--- src/rtl/cpm_pkg.sv ---
package cpm_pkg;

    typedef enum logic [1:0] {
        MODE_RUN  = 2'b00,
        MODE_SHUT = 2'b01,
        MODE_DORM = 2'b10,
        MODE_BAD  = 2'b11
    } pmode_t;

    typedef enum logic [3:0] {
        ST_RUN       = 4'd0,
        ST_CORE_WAIT = 4'd1,
        ST_L2_WAIT   = 4'd2,
        ST_CLAMP     = 4'd3,
        ST_OFF       = 4'd4,
        ST_PWR_UP    = 4'd5,
        ST_RST_HOLD  = 4'd6,
        ST_UNCLAMP   = 4'd7,
        ST_DRAIN     = 4'd8
    } pstate_t;

    function automatic logic is_entry_code(input pmode_t m);
        return (m == MODE_SHUT) || (m == MODE_DORM);
    endfunction

endpackage

--- src/rtl/cpm_reduce.sv ---
module cpm_reduce #(
    parameter int NCORE = 4
) (
    input  logic [NCORE-1:0] core_idle,
    input  logic [NCORE-1:0] pg_core,
    input  logic             pg_cluster,
    input  logic             pg_ram,
    output logic             all_idle,
    output logic             pg_all
);

    logic [NCORE:0] idle_chain;
    logic [NCORE:0] pg_chain;

    assign idle_chain[0] = 1'b1;
    assign pg_chain[0]   = pg_cluster & pg_ram;

    for (genvar g = 0; g < NCORE; g++) begin : g_core
        assign idle_chain[g+1] = idle_chain[g] & core_idle[g];
        assign pg_chain[g+1]   = pg_chain[g] & pg_core[g];
    end

    assign all_idle = idle_chain[NCORE];
    assign pg_all   = pg_chain[NCORE];

endmodule

--- src/rtl/cpm_timer.sv ---
module cpm_timer #(
    parameter int CW = 3
) (
    input  logic          clk,
    input  logic          rst_n,
    input  logic          clr,
    output logic [CW-1:0] cnt
);

    localparam logic [CW-1:0] CNT_MAX = '1;

    always_ff @(posedge clk or negedge rst_n) begin
        if (!rst_n) begin
            cnt <= '0;
        end else if (clr) begin
            cnt <= '0;
        end else if (cnt != CNT_MAX) begin
            cnt <= cnt + 1'b1;
        end
    end

endmodule

--- src/rtl/cpm_fsm.sv ---
module cpm_fsm
    import cpm_pkg::*;
#(
    parameter int RST_HOLD = 4,
    parameter int REL_DLY  = 3,
    parameter int CW       = 3
) (
    input  logic          clk,
    input  logic          rst_n,
    input  logic          all_idle,
    input  logic          pg_all,
    input  logic          l2_idle,
    input  logic [1:0]    mode_req,
    input  logic          wake,
    input  logic [CW-1:0] cnt,
    output logic          tmr_clr,
    output logic          inact_req,
    output logic          out_clamp,
    output logic          ram_clamp,
    output logic          core_pwr,
    output logic          clu_pwr,
    output logic          ram_pwr,
    output logic          core_rst_n_s,
    output logic          l2_rst_n,
    output logic          l2_rst_dis,
    output logic          done,
    output logic [1:0]    cur_mode,
    output logic          mode_err
);

    localparam logic [CW-1:0] HOLD_LAST = CW'(RST_HOLD - 1);
    localparam logic [CW-1:0] REL_LAST  = CW'(REL_DLY - 1);
    localparam logic [CW-1:0] HOLD_MIN  = CW'(RST_HOLD);

    pstate_t st, nxt;
    pmode_t  tgt;
    pmode_t  req_m;
    logic    is_dorm;
    logic    enter_off;
    logic    enter_run;

    assign req_m     = pmode_t'(mode_req);
    assign is_dorm   = (tgt == MODE_DORM);
    assign enter_off = (st == ST_CLAMP) && (nxt == ST_OFF);
    assign enter_run = (st == ST_DRAIN) && (nxt == ST_RUN);
    assign tmr_clr   = (st != nxt);

    // next-state logic
    always_comb begin
        nxt = st;
        unique case (st)
            ST_RUN:       if (is_entry_code(req_m)) nxt = ST_CORE_WAIT;
            ST_CORE_WAIT: if (all_idle)             nxt = ST_L2_WAIT;
            ST_L2_WAIT:   if (l2_idle)              nxt = ST_CLAMP;
            ST_CLAMP:                               nxt = ST_OFF;
            ST_OFF:       if (wake)                 nxt = ST_PWR_UP;
            ST_PWR_UP:    if (pg_all)               nxt = ST_RST_HOLD;
            ST_RST_HOLD: begin
                if (!pg_all)                nxt = ST_PWR_UP;
                else if (cnt == HOLD_LAST)  nxt = ST_UNCLAMP;
            end
            ST_UNCLAMP:   if (cnt == REL_LAST)      nxt = ST_DRAIN;
            ST_DRAIN:     if (!l2_idle)             nxt = ST_RUN;
            default:                                nxt = ST_RUN;
        endcase
    end

    // state register and registered status
    always_ff @(posedge clk or negedge rst_n) begin
        if (!rst_n) begin
            st       <= ST_RUN;
            tgt      <= MODE_RUN;
            done     <= 1'b0;
            cur_mode <= MODE_RUN;
            mode_err <= 1'b0;
        end else begin
            st   <= nxt;
            done <= enter_off || enter_run;
            if (st == ST_RUN && nxt == ST_CORE_WAIT) tgt <= req_m;
            if (enter_off) cur_mode <= tgt;
            if (enter_run) cur_mode <= MODE_RUN;
            if (st == ST_RUN && req_m == MODE_BAD) mode_err <= 1'b1;
        end
    end

    // Moore outputs
    always_comb begin
        inact_req    = 1'b0;
        out_clamp    = 1'b0;
        ram_clamp    = 1'b0;
        core_pwr     = 1'b1;
        clu_pwr      = 1'b1;
        ram_pwr      = 1'b1;
        core_rst_n_s = 1'b1;
        l2_rst_n     = 1'b1;
        l2_rst_dis   = 1'b0;
        unique case (st)
            ST_RUN, ST_CORE_WAIT: begin
            end
            ST_L2_WAIT: begin
                inact_req = 1'b1;
            end
            ST_CLAMP: begin
                inact_req = 1'b1;
                out_clamp = !is_dorm;
                ram_clamp = is_dorm;
            end
            ST_OFF: begin
                inact_req    = 1'b1;
                out_clamp    = !is_dorm;
                ram_clamp    = is_dorm;
                core_pwr     = 1'b0;
                clu_pwr      = 1'b0;
                ram_pwr      = is_dorm;
                core_rst_n_s = 1'b0;
                l2_rst_n     = 1'b0;
                l2_rst_dis   = is_dorm;
            end
            ST_PWR_UP, ST_RST_HOLD: begin
                inact_req    = 1'b1;
                out_clamp    = !is_dorm;
                ram_clamp    = is_dorm;
                core_rst_n_s = 1'b0;
                l2_rst_n     = 1'b0;
                l2_rst_dis   = is_dorm;
            end
            ST_UNCLAMP: begin
                inact_req    = 1'b1;
                core_rst_n_s = 1'b0;
                l2_rst_n     = 1'b0;
                l2_rst_dis   = is_dorm;
            end
            ST_DRAIN: begin
                inact_req  = 1'b1;
                l2_rst_dis = is_dorm;
            end
            default: begin
            end
        endcase
    end

    // ---------------- assertions ----------------

    // support counter: cycles of good power with reset held
    logic [CW-1:0] hold_cnt;
    always_ff @(posedge clk or negedge rst_n) begin
        if (!rst_n) begin
            hold_cnt <= '0;
        end else if (pg_all && !l2_rst_n) begin
            if (hold_cnt != HOLD_MIN) hold_cnt <= hold_cnt + 1'b1;
        end else begin
            hold_cnt <= '0;
        end
    end


    inact_after_idle_chk: assert property (@(posedge clk) disable iff (!rst_n)
        (!all_idle && !inact_req) |=> !inact_req);


    clamp_after_l2_chk: assert property (@(posedge clk) disable iff (!rst_n)
        $rose(out_clamp || ram_clamp) |-> $past(l2_idle && inact_req));


    power_under_clamp_chk: assert property (@(posedge clk) disable iff (!rst_n)
        (!clu_pwr || !core_pwr) |-> (out_clamp || ram_clamp));


    ram_off_shut_chk: assert property (@(posedge clk) disable iff (!rst_n)
        !ram_pwr |-> out_clamp);


    clamp_excl_chk: assert property (@(posedge clk) disable iff (!rst_n)
        $onehot0({out_clamp, ram_clamp}));


    ram_kept_chk: assert property (@(posedge clk) disable iff (!rst_n)
        ram_clamp |-> ram_pwr);


    powerup_in_reset_chk: assert property (@(posedge clk) disable iff (!rst_n)
        $rose(clu_pwr) |-> (!l2_rst_n && !core_rst_n_s && (l2_rst_dis == ram_clamp)));


    dorm_rst_dis_chk: assert property (@(posedge clk) disable iff (!rst_n)
        (!l2_rst_n && ram_clamp) |-> l2_rst_dis);


    shut_rst_dis_chk: assert property (@(posedge clk) disable iff (!rst_n)
        (!l2_rst_n && out_clamp) |-> !l2_rst_dis);


    clamp_hold_chk: assert property (@(posedge clk) disable iff (!rst_n)
        $fell(out_clamp || ram_clamp) |-> (hold_cnt >= HOLD_MIN));


    inact_release_chk: assert property (@(posedge clk) disable iff (!rst_n)
        $fell(inact_req) |-> !$past(l2_idle));


    err_sticky_chk: assert property (@(posedge clk) disable iff (!rst_n)
        mode_err |=> mode_err);


    done_pulse_chk: assert property (@(posedge clk) disable iff (!rst_n)
        done |=> !done);


    mode_with_done_chk: assert property (@(posedge clk) disable iff (!rst_n)
        !$stable(cur_mode) |-> done);

endmodule

--- src/rtl/cluster_pwr_ctrl.sv ---
module cluster_pwr_ctrl
    import cpm_pkg::*;
#(
    parameter int NCORE    = 4,
    parameter int RST_HOLD = 4,
    parameter int REL_DLY  = 3
) (
    input  logic             clk,
    input  logic             rst_n,
    input  logic [NCORE-1:0] core_idle,
    input  logic             l2_idle,
    input  logic [1:0]       mode_req,
    input  logic             wake,
    input  logic [NCORE-1:0] pg_core,
    input  logic             pg_cluster,
    input  logic             pg_ram,
    output logic             axi_inact_req,
    output logic             out_clamp,
    output logic             ram_in_clamp,
    output logic [NCORE-1:0] pwr_core_en,
    output logic             pwr_cluster_en,
    output logic             pwr_ram_en,
    output logic [NCORE-1:0] core_rst_n,
    output logic             l2_rst_n,
    output logic             l2_rst_dis,
    output logic             done,
    output logic [1:0]       cur_mode,
    output logic             mode_err
);

    localparam int MAXD = (RST_HOLD > REL_DLY) ? RST_HOLD : REL_DLY;
    localparam int CW   = $clog2(MAXD + 1);

    logic          all_idle;
    logic          pg_all;
    logic          tmr_clr;
    logic [CW-1:0] cnt;
    logic          core_pwr;
    logic          core_rst_s;

    cpm_reduce #(.NCORE(NCORE)) u_reduce (
        .core_idle  (core_idle),
        .pg_core    (pg_core),
        .pg_cluster (pg_cluster),
        .pg_ram     (pg_ram),
        .all_idle   (all_idle),
        .pg_all     (pg_all)
    );

    cpm_timer #(.CW(CW)) u_timer (
        .clk   (clk),
        .rst_n (rst_n),
        .clr   (tmr_clr),
        .cnt   (cnt)
    );

    cpm_fsm #(.RST_HOLD(RST_HOLD), .REL_DLY(REL_DLY), .CW(CW)) u_fsm (
        .clk          (clk),
        .rst_n        (rst_n),
        .all_idle     (all_idle),
        .pg_all       (pg_all),
        .l2_idle      (l2_idle),
        .mode_req     (mode_req),
        .wake         (wake),
        .cnt          (cnt),
        .tmr_clr      (tmr_clr),
        .inact_req    (axi_inact_req),
        .out_clamp    (out_clamp),
        .ram_clamp    (ram_in_clamp),
        .core_pwr     (core_pwr),
        .clu_pwr      (pwr_cluster_en),
        .ram_pwr      (pwr_ram_en),
        .core_rst_n_s (core_rst_s),
        .l2_rst_n     (l2_rst_n),
        .l2_rst_dis   (l2_rst_dis),
        .done         (done),
        .cur_mode     (cur_mode),
        .mode_err     (mode_err)
    );

    for (genvar g = 0; g < NCORE; g++) begin : g_fan
        assign pwr_core_en[g] = core_pwr;
        assign core_rst_n[g]  = core_rst_s;
    end

endmodule

--- config.mk ---
export PLATFORM = sky130hd
export DESIGN_NAME = cluster_pwr_ctrl
export DESIGN_NICKNAME = d
export VERILOG_FILES = /design/src/rtl/cpm_pkg.sv /design/src/rtl/cpm_reduce.sv /design/src/rtl/cpm_timer.sv /design/src/rtl/cpm_fsm.sv /design/src/rtl/cluster_pwr_ctrl.sv
export SDC_FILE = /design/constraint.sdc
export NUM_CORES = 1
export LEC_CHECK = 0
export ABC_AREA = 1
export BUFFER_PORTS_ARGS = -buffer_cell sky130_fd_sc_hd__buf_2
export CAP_MARGIN = 20
export CORE_MARGIN = 2
export CORE_UTILIZATION = 51
export CTS_CLUSTER_SIZE = 12
export DETAILED_ROUTE_END_ITERATION = 8
export PLACE_DENSITY = 0.82
export SLEW_MARGIN = 30
export SYNTH_ARGS = -nofsm -noshare
export SYNTH_HDL_FRONTEND = slang
export SYNTH_SLANG_ARGS = --single-unit
--- constraint.sdc ---
create_clock -name clk -period 4.1 [get_ports clk]
set_input_delay 0.82 -clock clk [delete_from_list [all_inputs] [get_ports clk]]
set_output_delay 0.82 -clock clk [all_outputs]
set_load 0.01 [all_outputs]
==> summary.md, run 1 <==
| Metric | Value |
|---|---|
| Pwr dens | 690.4 nW/µm² |
| Root buf cell | clkbuf_4 |
| Final WS setup | 1.698 ns |
| Synthesized area | 900.9 µm² |
| CTS sink count | 13 |
| Clk Latency, worst-skew pair | 0.28 ns |
| Top FF cell, synth | dfrtp_1 |
| Synth top cells by count | 31 x nand2_1, 16 x nor2_1, 14 x inv_1, 13 x dfrtp_1, 10 x nand3_1 |
| Pre-CTS setup slack | 2.018 ns |
| Layout cells sized above 1 | 0.3290 |
| Sequential power share | 0.298 |
| CTS tree | yes |
| FF-to-FF path depth | 9 |
| Routability cong. | 0.9311 |
| Die footprint | 2119 µm² |
| Yosys top cell area share | 0.3611 |
| Setup TNS | 0 ns |
| DRT iter0 DRCs | 19 |
| Internal | 0.3734 mW |
| Seq cells post-synth | 13 |
| Drt pass-1 iters | 5 |
| Clock-pin slew on the worst setup and hold paths | 0.08 ns |
| TritonCTS Buffers | 3 |
| Dpl hpwl | 1606 µm |
| Share of the core filled with cells | 0.6267 |
| Worst vdd ir | 0.0003658 V |
| Post-CTS Setup Bufs | 0 |
| Syn. warnings | 0 |
| Combinational fraction of design power | 0.594 |
| Sw Pwr | 0.3574 mW |
| # hold bufs at CTS | 0 |
| Die width | 46.03 µm |
| DR DRC count | 0 |
| Fin crit period | 2.402 ns |
| CTS resizes | 0 |
| IO Port Bufs | 34 |
| Clk buf depth | 2 |
| Vias post-DR | 884 |
| Critical Path End Type | output port |
| Core ar. | 1689 µm² |
| Initial core utilization | 0.5333 |
| Max-cap viol count | 0 |
| # diodes | 0 |
| Achievable frequency | 0.4163 GHz |
| Tot Pwr | 0.7308 mW |
| Slowest CP cell | dfrtp_1 |
| Sw Share | 0.4891 |
| WL/cell | 11.13 µm |
| Pleak | 0.6406 nW |
| Area Overhead vs Synth | 17.50% |
| Syn nets | 146 |
| Clock Skews | 0.002574 ns |
| H-tree depth | 1 |
| Worst reg2reg path endpoint | u_timer.cnt[1] |
| Actual slew at the worst max-slew pin | 0.3122 ns |
| WS Path Type | reg -> out |
| GR Util All Layers | 0.2217 |
| Reg2reg setup slack | 2.55 ns |
| First-pass GRT wire length | 3381 µm |
| Layout net count | 177 |
| Synth Instances | 125 |
| Peak per-stage delay on the critical path | 0.44 ns |
| Startpoint types | register |
| Worst EP required | 3.28 ns |
| Worst hold slack | 0.4098 ns |
| Status | finished clean |
| Die Span Y | 46.03 µm |
| Async SR Flop Fraction | 1.000 |
| Worst Hold Class | in -> async |
| Yosys cell types | 20 |
| Fillers | 154 |
| Antenna violations before repair | 0 |
| Synth area leaders | dfrtp_1 36%, nand2_1 13%, ha_1 6.9% |
| Count of final setup violators | 0 |
| Remaining antenna violation count | 0 |
| Post-synth EDFFs | 0 |
| Count leader, synth | nand2_1 |
| Sequential Area | 325.3 µm² |
| Vias/cell | 5.140 |
| Crit share post-route | 0.5859 |
| CP Max Fanout | 7 |
| Area of the multi-input gates | 451.7 µm² |
| CP delay by family, top | simple AND/OR/NAND/NOR gates |
| R2R Path Start | u_fsm.st[2] |
| RSZ-0062 raised after global routing | false |
| Sequential area share after synthesis | 0.3611 |
| Row cnt | 15 |
| Vias in the first global route | 817 |
| Dominant cell type by area after synthesis | dfrtp_1 |
| Critical path cell sequence | nor2_1 -> nand2_1 -> a21oi_1 -> buf_2 |
| Critical path arrival | 1.58 ns |
| Max transition margin | 0.7911 |
| CP Buf/Inv Count | 1 |
| Slew Viols, Final | 0 |
| Largest net degree at the start of global routing | 14 |
| Stages on worst setup path | 4 |
| Clock network fraction of design power | 0.109 |
| Final hold vios | 0 |
| Avg Cell Area, Syn | 7.207 µm² |
| Overflow after GRT | 0 |
| Wirelength, routed | 1914 µm |
| Io pins | 35 |
-- cells in the final DEF, fill, tap and decap left out, drive strengths merged --
cell type	count
nor2	19
clkbuf	4
o21ai	3
nand3	11
xor2	1
nor3	2
a21oi	5
buf	34
dfrtp	13
nand4	4
nand2	35
inv	17
mux2	1
ha	5
a31o	1
-- cells by family after synthesis --
logic type,Yosys count,synth area share
flip-flops,13,0.3611
adder cells (fa/ha/maj),5,0.06944
AND/OR/NAND/NOR,71,0.3555
AO/OA/AOI/OAI,9,0.05416
multiplexers,1,0.01250
XOR/XNOR,1,0.009724
buffers and inverters,25,0.1375
-- area by class of cell --
| class | instances | share of cell area |
|---|---|---|
| multi-input cells | 87 | 0.4267 |
| clock buffers | 4 | 0.02482 |
| inverters | 17 | 0.06028 |
| repair buffers | 34 | 0.1608 |
| well taps | 17 | 0.02009 |
| flip-flops and latches | 13 | 0.3073 |
-- stage by stage --
stage	instance area, µm²	instances
after floorplan	900.9	125
final	1059	172
after detailed placement	1032	168
after CTS	1059	172
after global routing	1059	172
after global placement	1032	168
-- how the worst max path moves through the flow --
stage                     start        endpoint  slack (ns)
floorplan           u_fsm.st[3]  pwr_core_en[0]        2.17
global placement    u_fsm.st[2]       out_clamp        2.10
detailed placement  u_fsm.st[2]       out_clamp        2.02
CTS                 u_fsm.st[2]    ram_in_clamp        1.70
global route        u_fsm.st[2]       out_clamp        1.56
finish              u_fsm.st[2]       out_clamp        1.70
-- power groups by stage --
stage                     Combinational, mW  Sequential (mW)  Clock [mW]
after floorplan                       0.340            0.216           0
after global placement                0.423            0.215           0
after detailed placement              0.435            0.220           0
after CTS                             0.437            0.217      0.0840
after global routing                  0.499            0.223      0.0901
final                                 0.434            0.218      0.0794
-- flip-flops by register name (all words and copies together) (netlist names) --
register / cells
u_fsm.cur_mode: 2
u_fsm.mode_err: 1
u_fsm.st: 4
u_fsm.done: 1
u_timer.cnt: 3
u_fsm.tgt: 2
-- metal layers --
layer,routed length [µm],vias to the layer above,GRT usage
li1,-,447,-
met1,826,406,0.2864
met2,953,29,0.3667
met3,121,2,0.05159
met4,13,0,0.06286
met5,0,-,0
No activity file was read; power rests on OpenSTA's default activity.
==> inputs of run 2 (changes only) <==
CORE_UTILIZATION = 43   (was 51)
PLACE_DENSITY = 0.74   (was 0.82)
clock period = 1.93 ns   (was 4.1 ns; I/O delays follow)
==> run 2 against run 1 <==
Against the previous run:
- core utilization down 7.1 points
- global-route usage is 4.2 points lower
- first-iteration DRC count down 32%
- critical path depth increased by 1
- register-to-register slack worse by 2.2 ns
- final cell count rose by 7.0%
- non-clock buffer count grew 2
- sequential share of layout area is 0.69 points lower
==> summary.md, run 2 (synthesized netlist as in run 1, its figures left out) <==
| Metric | Value |
|---|---|
| Status | finished clean |
| Die footprint | 2477 µm² (+17%) |
| Vias/cell | 4.902 (-4.6%) |
| Vias post-DR | 902 (+2.0%) |
| CTS tree | yes |
| Core ar. | 1962 µm² (+16%) |
| Critical path cell sequence | nand2_1 -> inv_1 -> nand2_1 -> a21oi_1 -> buf_2 |
| Actual slew at the worst max-slew pin | 0.3018 ns (-0.01034 ns) |
| Achievable frequency | 0.5628 GHz |
| Post-CTS Setup Bufs | 0 (unchanged) |
| Max-cap viol count | 0 (unchanged) |
| Initial core utilization | 0.4592 (-0.07415) |
| Most flop-heavy register | u_fsm.st |
| Worst vdd ir | 0.0008008 V (+120%) |
| Overflow after GRT | 0 (unchanged) |
| WL/cell | 10.80 µm (-3.0%) |
| Critical path arrival | 1.39 ns (-0.19 ns) |
| DRT iter0 DRCs | 13 (-6) |
| Dpl hpwl | 1668 µm (+3.9%) |
| RSZ-0062 raised after global routing | false |
| Startpoint types | register |
| CP Buf/Inv Count | 2 (+1) |
| Area Overhead vs Synth | 21.11% |
| Clock-pin slew on the worst setup and hold paths | 0.08 ns (about the same) |
| Worst Hold Class | in -> reg |
| Row cnt | 16 (+1) |
| First-pass GRT wire length | 3512 µm (+3.9%) |
| Largest net degree at the start of global routing | 14 (unchanged) |
| Worst EP required | 1.54 ns (-1.74 ns) |
| Tot Pwr | 1.566 mW (+110%) |
| Pleak | 0.6469 nW (+0.98%) |
| Hold Path Stages | 2 |
| Commonest cells after routing, fill and taps aside | 34 x buf_2, 31 x nand2_1, 16 x nor2_1, 14 x inv_1, 11 x dfrtp_1 |
| FF-to-FF path depth | 10 (+1) |
| Fin crit period | 1.777 ns |
| # diodes | 0 (unchanged) |
| Vias in the first global route | 820 (+0.37%) |
| H-tree depth | 1 (unchanged) |
| Slowest CP cell | dfrtp_2 |
| Io pins | 35 (unchanged) |
| Crit share post-route | 0.9207 |
| CP Max Fanout | 7 (unchanged) |
| Root buf cell | clkbuf_4 |
| Critical Path End Type | output port |
| Most common cell after layout, fill and taps aside | buf_2 |
| Drt pass-1 iters | 4 (-1) |
| CTS sink count | 13 (unchanged) |
| Clk buf depth | 2 (unchanged) |
| Layout net count | 179 (+1.1%) |
| DR DRC count | 0 (unchanged) |
| Final hold vios | 0 (unchanged) |
| TritonCTS Buffers | 3 (unchanged) |
| Count of final setup violators | 0 (unchanged) |
| Layout cells sized above 1 | 0.3439 (+0.01492) |
| CP delay by family, top | flip-flops |
| Die width | 49.77 µm (+8.1%) |
| Antenna violations before repair | 0 (unchanged) |
| Setup TNS | 0 ns (unchanged) |
| Cell repeated most along the worst path | nand2_1 |
| Slew Viols, Final | 0 (unchanged) |
| Stages on worst setup path | 5 (+1) |
| IO Port Bufs | 34 (unchanged) |
| Max reg flops | 4 (unchanged) |
| Clock Skews | 0.001090 ns (-0.001484 ns) |
| Max transition margin | 0.7988 (+0.007663) |
| GR Util All Layers | 0.1795 (-0.04219) |
| Biggest regs | u_fsm.st (4), u_timer.cnt (3) |
| Die Span Y | 49.77 µm (+8.1%) |
| Wirelength, routed | 1987 µm (+3.8%) |
| WS Path Type | reg -> out |
| Remaining antenna violation count | 0 (unchanged) |
| Pwr dens | 1435 nW/µm² (+110%) |
| Routability cong. | 0.8322 (-11%) |
| Peak per-stage delay on the critical path | 0.42 ns (-0.02 ns) |
| Clk Latency, worst-skew pair | 0.27 ns (about the same) |
run 2: routing by layer:
metal  part of all wire  wire length [µm]  vias to the layer above  GRT usage
met2               0.47               941                       31     0.3000
met3              0.060               119                        2    0.02727
met1               0.46               917                      411     0.2433
li1                   -                 -                      458          -
met5                  0                 0                        -          0
met4             0.0045                 9                        0    0.04167
run 2: cell type report:
class | instances | area, µm²
clock buffers | 4 | 26.28
fillers | 211 | 870.8
inverters | 17 | 63.81
multi-input cells | 87 | 451.7
flip-flops and latches | 13 | 327.8
well taps | 27 | 33.78
repair buffers | 36 | 187.7
run 2: final timing paths:
| kind | from | end | slack (ns) |
|---|---|---|---|
| worst max-delay path | u_fsm.st[0] | out_clamp | 0.15 |
| worst min-delay path | mode_req[0] | u_fsm.tgt[0] | 0.37 |
| worst max register to register | u_timer.cnt[0] | u_timer.cnt[1] | 0.33 |
| worst min register to register | u_fsm.mode_err | u_fsm.mode_err | 0.46 |
| max in group asynchronous | rst_n | u_fsm.st[1] | 1.15 |
| min in group asynchronous | rst_n | u_fsm.done | 0.53 |
run 2: timing repair:
action                     4_1_cts  5_1_grt
hold endpoints to repair        13        0
setup endpoints to repair        0        2
hold buffers                     1        0
gates resized for setup          0        2
run 2: power by group:
| group | switching [mW] | internal, mW | total, mW |
|---|---|---|---|
| registers | 0.0909 | 0.376 | 0.466 |
| logic | 0.580 | 0.355 | 0.936 |
| clock network | 0.0840 | 0.0799 | 0.164 |
| total | 0.755 | 0.811 | 1.57 |
run 2: through the flow:
step                      cells  setup WS [ns]  hold slack, ns    util  instance area, µm²
final                       184         0.1531          0.3703  0.5561                1091
after global placement      179         0.3913          0.2862  0.5364                1052
after detailed placement    179         0.3374          0.2910  0.5364                1052
after global routing        184        0.03943          0.3608  0.5561                1091
after floorplan             125         0.4293         0.09041       -               900.9
after CTS                   184         0.1118          0.3642  0.5548                1089
